==> src/rtl/i2c_stat_flags.sv <==
module i2c_stat_flags (
  input  logic       clk,
  input  logic       rst_n,
  input  logic       ev_start,
  input  logic       ev_stop,
  input  logic       frame_busy,
  input  logic       ev_own_addr,
  input  logic       ev_gcall,
  input  logic       ev_addr2,
  input  logic       ev_sda_mis,
  input  logic       ev_scl_hi_fall,
  input  logic       ev_tx_empty,
  input  logic       ev_rx_full,
  input  logic       md_master,
  input  logic       md_xmit,
  input  logic       md_i2c,
  input  logic       fmt_sel,
  input  logic       fmt_sel2,
  input  logic       ack_rx,
  input  logic       rd_en,
  input  logic       wr_en,
  input  logic [7:0] wdata,
  output logic [7:0] rdata,
  input  logic       dr_wr,
  input  logic       dr_rd,
  input  logic       irq_clr
);
  localparam int unsigned NF = 7;

  logic [NF:1] flg, arm, set_v, hw_clr, sw_clr, flg_nxt, arm_nxt;
  logic        ack_q;
  logic        slv_rx, dr_touch, slv_i2c;

  assign slv_rx   = ~md_master & ~md_xmit;
  assign slv_i2c  = ~md_master & md_i2c;
  assign dr_touch = (dr_wr & md_xmit) | (dr_rd & ~md_xmit);

  assign set_v[7] = ev_stop & slv_i2c & frame_busy;
  assign set_v[6] = ev_stop & slv_i2c & ~frame_busy;
  assign set_v[5] = (ev_tx_empty | ev_rx_full) & (~md_i2c | flg[4]);
  assign set_v[4] = ev_addr2 & slv_rx & ~fmt_sel2;
  assign set_v[3] = md_master & md_xmit & (ev_sda_mis | ev_scl_hi_fall);
  assign set_v[2] = (ev_own_addr | ev_gcall) & slv_rx & ~fmt_sel;
  assign set_v[1] = ev_gcall & slv_rx & (~fmt_sel | ~fmt_sel2);

  assign hw_clr[7] = irq_clr;
  assign hw_clr[6] = irq_clr;
  assign hw_clr[5] = irq_clr;
  assign hw_clr[4] = ev_start | md_master;
  assign hw_clr[3] = dr_touch;
  assign hw_clr[2] = dr_touch | md_master;
  assign hw_clr[1] = dr_touch | md_master;

  assign sw_clr  = {NF{wr_en}} & ~wdata[NF:1] & arm;
  assign flg_nxt = set_v | (flg & ~(hw_clr | sw_clr));
  assign arm_nxt = flg_nxt & ~sw_clr & (arm | ({NF{rd_en}} & flg));

  always_ff @(posedge clk) begin
    if (!rst_n) begin
      flg   <= '0;
      arm   <= '0;
      ack_q <= 1'b0;
    end else begin
      flg <= flg_nxt;
      arm <= arm_nxt;
      if (wr_en) ack_q <= wdata[0];
    end
  end

  assign rdata = {flg, md_xmit ? ack_rx : ack_q};
endmodule

==> config.mk <==
export PLATFORM = sky130hd
export DESIGN_NAME = i2c_stat_flags
export DESIGN_NICKNAME = d
export VERILOG_FILES = /design/src/rtl/i2c_stat_flags.sv
export SDC_FILE = /design/constraint.sdc
export NUM_CORES = 1
export LEC_CHECK = 0
export CORE_MARGIN = 2
export CORE_UTILIZATION = 34
export DETAILED_ROUTE_END_ITERATION = 7
export PLACE_DENSITY = 0.74
export SETUP_SLACK_MARGIN = 0.02
export SKIP_LAST_GASP = 1
export SLEW_MARGIN = 40
export SYNTH_ARGS = -nofsm -noshare
export SYNTH_HDL_FRONTEND = slang
export SYNTH_SLANG_ARGS = --single-unit
==> constraint.sdc <==
create_clock -name clk -period 0.88 [get_ports clk]
set_clock_uncertainty 0.05 [all_clocks]
set_input_delay 0.088 -clock clk [delete_from_list [all_inputs] [get_ports clk]]
set_output_delay 0.088 -clock clk [all_outputs]
set_load 0.1 [all_outputs]
* Word-level counts from Yosys, hierarchy flattened
Index checks and enable logic that the tools add are counted.
** Word-level totals
- Latch bits :: 0
- Memories kept :: 0
- Bits in registers :: 15
- Bits of input ports :: 31
- Bits in writable memories :: 0
- Memory bits (read-only) :: 0
** Operators by class
- Add/sub/neg operators :: 0
- Reductions and logical operators :: 0
- Divide/modulo/power cells :: 0
- $mul :: 0
- Mux-type cells :: 1
- Shift-type cells :: 0
- Order comparisons :: 0
- Bitwise logic cells :: 42
- Equal/unequal tests :: 0
** Operators by type and width (number)
- $and 7x7->7 :: 6
- $not 7->7 :: 3
- $or 7x7->7 :: 3
- $and 1x1->1 :: 16
- $or 1x1->1 :: 8
- $not 1->1 :: 6
- $mux 1 :: 1

* Depth between registers and ports, before layout
- Depth in word-level cells :: 10
- Mapped depth :: 4

* Worst setup path before layout
OpenSTA, ideal clock, no wires.
- Path type :: reg2reg
- Start :: register flg[4] in the netlist's numbering
- End :: register arm[5] in the netlist's numbering
- Required time :: 0.735 ns
- Cell stages (with the launch flop) :: 3
- Path buffers :: 0
- Arrival :: 1.475 ns
- Slack :: -0.740 ns
- Clock period less this slack :: 1.620 ns
- Path through :: dfxtp_1 o22ai_1 a221oi_1
** On the way
- Cells in the longest elaborated chain, start to end :: 5
** Ends and longest elaborated chain
- start, declared :: line 30 : logic [NF:1] flg, arm, set_v, hw_clr, sw_clr, flg_nxt, arm_nxt;
- start signal, assigned :: line 64 : flg <= flg_nxt;
- $or 1x1->1 :: line 40 : assign set_v[5] = (ev_tx_empty | ev_rx_full) & (~md_i2c | flg[4]);
- $and 1x1->1 :: line 40
- $or 7x7->7 :: line 55 : assign flg_nxt = set_v | (flg & ~(hw_clr | sw_clr));
- $and 7x7->7 (2 in a row) :: line 56 : assign arm_nxt = flg_nxt & ~sw_clr & (arm | ({NF{rd_en}} & flg));
- end signal, assigned :: line 65 : arm <= arm_nxt;
- end, declared :: line 30
Every way passes these cells.
A chain may end at the register's enable or synchronous reset.

* Worst setup path after layout
- Start :: register ack_q
- End :: output port rdata[0]
** On the way
- Cells in the longest elaborated chain, start to end :: 1
** Ends and longest elaborated chain
- start, declared :: line 31 : logic ack_q;
- start signal, assigned :: line 66 : if (wr_en) ack_q <= wdata[0];
- $mux 1 :: line 70 : assign rdata = {flg, md_xmit ? ack_rx : ack_q};
- end, declared :: line 23 : output logic [7:0] rdata,
Every way passes these cells.

==> metrics.log <==
[metrics] final count of negative-setup-slack endpoints: 15
[metrics] height of the die: 50.9 um
[metrics] number of I/O port buffers: 38
[metrics] maximum fanout count along the critical path: 2
[metrics] Floorplan Core Area: slightly above 2000 sq um
[metrics] IR Drop Worst-Case VDD: approximately 0.00067 V
[metrics] number of library cell types mapped by synthesis: 30
[metrics] outcome: complete, but fails checks
[metrics] unrepaired setup endpoints after global routing: yes
[metrics] dpl hpwl: between 1500 and 2000 um
[metrics] final worst-path setup slack: -0.314 ns
[metrics] Critical Path Slowest Stage Cell: dfxtp_2
[metrics] total overflow reported by the global router: 0
[metrics] largest net degree at the start of global routing: 9
[metrics] number of nets still failing antenna checks after routing: 0
[metrics] leakage power of the design: 0.621 nW
[metrics] crit-path max cell delay: 0.33 ns
[metrics] final hold viol count: 0
[metrics] count of boundary I/O pins: 39
[metrics] vias: 935
[metrics] data arrival time at the worst-slack endpoint: 1.06 ns
[metrics] largest buffer count on any clock path: 2
[metrics] most common cell after layout, fill and taps aside: clkdlybuf4s50_1
[metrics] power consumption: 1.66 mW
[metrics] slew of the pin with the lowest slew margin: ~0.30 ns
[metrics] reg-to-reg critical path startpoint: flg[4]
[metrics] diodes inserted: 0
[metrics] post-route insts no fill: 173
[metrics] initial antenna violation count: 0
[metrics] global routing usage summed across all routing layers: 0.215
[metrics] Worst Hold Endpoint: arm[1]
[metrics] wire length of the first global-routing pass: 4170 um
[metrics] number of nets in the final layout: 178
[metrics] Avg Vias per Cell: 5.40
[metrics] series of cell instances along the critical path: mux2_4, buf_12
[metrics] via count of the first global-routing pass: 986
[metrics] synth-to-layout area growth: 119%
[metrics] worst rel slew slack: 0.801
[metrics] number of max-slew violations in the final report: 0
[metrics] Syn Inst Count: 84
[metrics] reg2reg end: arm[4]
[metrics] average size of a mapped cell: around 8.9 sq um
[metrics] violation count after the first detailed-routing iteration: 9
[metrics] minimum setup slack after placement: -0.626 ns
[metrics] MaxCap Viol Count: 0
[metrics] required time at the endpoint of the critical path: ~0.74 ns
[metrics] placer congestion estimate: 0.750
[metrics] number of hold-repair buffers added at the cts stage: 0
[metrics] post-route worst hold slack: 0.209 ns
[metrics] Yosys warning total: 0
[metrics] x dimension of the die: 50.9 um
[metrics] effective utilization at floorplan: 0.369
[metrics] standard-cell rows: 16
[metrics] period utilization: 1.36
[metrics] number of synthesized register bits: 15
[metrics] maximum frequency from static timing analysis: ~840 MHz
[metrics] clock transition at the registers of the reported paths: 0.10 ns
[metrics] Min-Delay Path Depth: 3
[metrics] accumulated negative setup slack: -1.05 ns
[metrics] CTS tree: yes
[metrics] Routed WL: ~2700 um
[metrics] total die area: 2590 sq um
[metrics] cell area after placement: about 1500 sq um
[metrics] number of nets in the synthesized netlist: around 120
[metrics] proportion of layout cells with a drive suffix above 1: 0.521
[metrics] CP startpoint kind: flip-flop
[metrics] wire per inst: 15.6 um
[metrics] depth of the worst register-to-register path: 3
[metrics] latest clock arrival within the worst-skew pair: 0.28 ns
[metrics] violated checks: setup timing
[metrics] Sink Count: 15
[metrics] Core Util, Final: 0.808
[metrics] final critical path time including I/O delays and setup: about 1.2 ns
[metrics] nature of the critical path endpoint: primary output
[metrics] share of synthesized area occupied by flip-flops and latches: 0.402
[metrics] deepest level of the CTS H-tree: 1
[metrics] first-pass iteration count of the detailed router: 4
[metrics] Final Instance Area: 1630 sq um
[metrics] Num CTS Buffers: 3
[metrics] most frequent cells in the layout: clkdlybuf4s50_1 (17), buf_4 (15), nand3b_1 (9)
[metrics] post-detailed-route DRC marker count: 0
[metrics] root buf cell: clkbuf_4
[metrics] number of fillers in the final layout: 137
[metrics] netlist area before placement: 747 sq um
[metrics] class of the worst hold path: in -> reg
[metrics] Placed Instances: 162
[metrics] setup slack of the most critical reg-to-reg path: -0.05 ns
[metrics] start-to-end type of the worst setup path: reg -> out
[metrics] cell area power density: a little over 1000 nW/um^2
[metrics] worst hold path startpoint: md_master
## cell type report
class | count | area [sq um] | area share
Clock buffer | 4 | 26.3 | 0.0161
Inverter | 7 | 26.3 | 0.0161
Multi-Input combinational cell | 61 | 589 | 0.361
Sequential cell | 15 | 335 | 0.205
Tap cell | 27 | 33.8 | 0.0207
Timing Repair Buffer | 59 | 623 | 0.381
## repair_timing
item / 4_1_cts / 5_1_grt
setup buffers: 7 / 0
setup endpoints to repair: 23 / 20
pin swaps: 11 / 11
gates resized for setup: 32 / 19
## sequential cells by signal, summed over array words and instances, names as in the netlist
| register | flops |
|---|---|
| arm | 7 |
| flg | 7 |
| ack_q | 1 |
## layer usage
layer / GRT usage / vias up / share of wire
met3: 0.0322 / 2 / 0.051
met1: 0.236 / 455 / 0.41
met2: 0.404 / 37 / 0.53
met5: 0 / - / 0
met4: 0.0946 / 0 / 0.0048
li1: - / 441 / -
## cells in the mapped netlist
cell | number | share of area
dfxtp_1 | 15 | 0.40
nand3b_1 | 9 | 0.090
o21ai_0 | 8 | 0.054
inv_1 | 6 | 0.030
nor2_1 | 6 | 0.030
a211oi_1 | 3 | 0.030
a21oi_1 | 3 | 0.020
a31oi_1 | 3 | 0.025
nand3_1 | 3 | 0.020
a211oi_2 | 2 | 0.033
a22oi_1 | 2 | 0.020
a41oi_1 | 2 | 0.023
nand2_1 | 2 | 0.010
nand2b_1 | 2 | 0.017
nand4_1 | 2 | 0.017
nor2b_1 | 2 | 0.017
a21o_1 | 1 | 0.010
a221oi_1 | 1 | 0.012
and4b_1 | 1 | 0.013
buf_2 | 1 | 0.0067
clkinv_1 | 1 | 0.0050
mux2_2 | 1 | 0.015
mux2i_1 | 1 | 0.013
mux2i_2 | 1 | 0.018
nand3b_2 | 1 | 0.015
nor4b_1 | 1 | 0.012
nor4bb_1 | 1 | 0.013
o211ai_1 | 1 | 0.010
o22ai_1 | 1 | 0.0084
or2_2 | 1 | 0.0084
## worst max-delay path by stage
| stage | cells past startpoint | to | start | slack, ns |
|---|---|---|---|---|
| finish | 2 | rdata[0] | ack_q | -0.31 |
| global route | 2 | rdata[0] | ack_q | -0.35 |
| CTS | 2 | rdata[0] | ack_q | -0.33 |
| detailed placement | 5 | arm[4] | md_master | -0.63 |
| global placement | 4 | arm[2] | md_xmit | -0.52 |
| floorplan | 2 | arm[5] | flg[5] | -0.15 |
## cells by family after synthesis
| kind of cell | synth area share |
|---|---|
| AO/OA/AOI/OAI | 0.246 |
| buffers and inverters | 0.0419 |
| flip-flops | 0.402 |
| multiplexers | 0.0469 |
| AND/OR/NAND/NOR | 0.263 |
## worst max-delay path, delay by kind of cell (launching register included)
kind	cells	cell delay, ns
DFF	1	0.33
muxes	1	0.28
buffers and inverters	1	0.17
## power by group
part | switching (mW) | internal, mW | total [mW]
registers | 0.0176 | 0.682 | 0.699
logic | 0.278 | 0.282 | 0.560
clock network | 0.226 | 0.175 | 0.401
(Power assumes the default switching activity.)
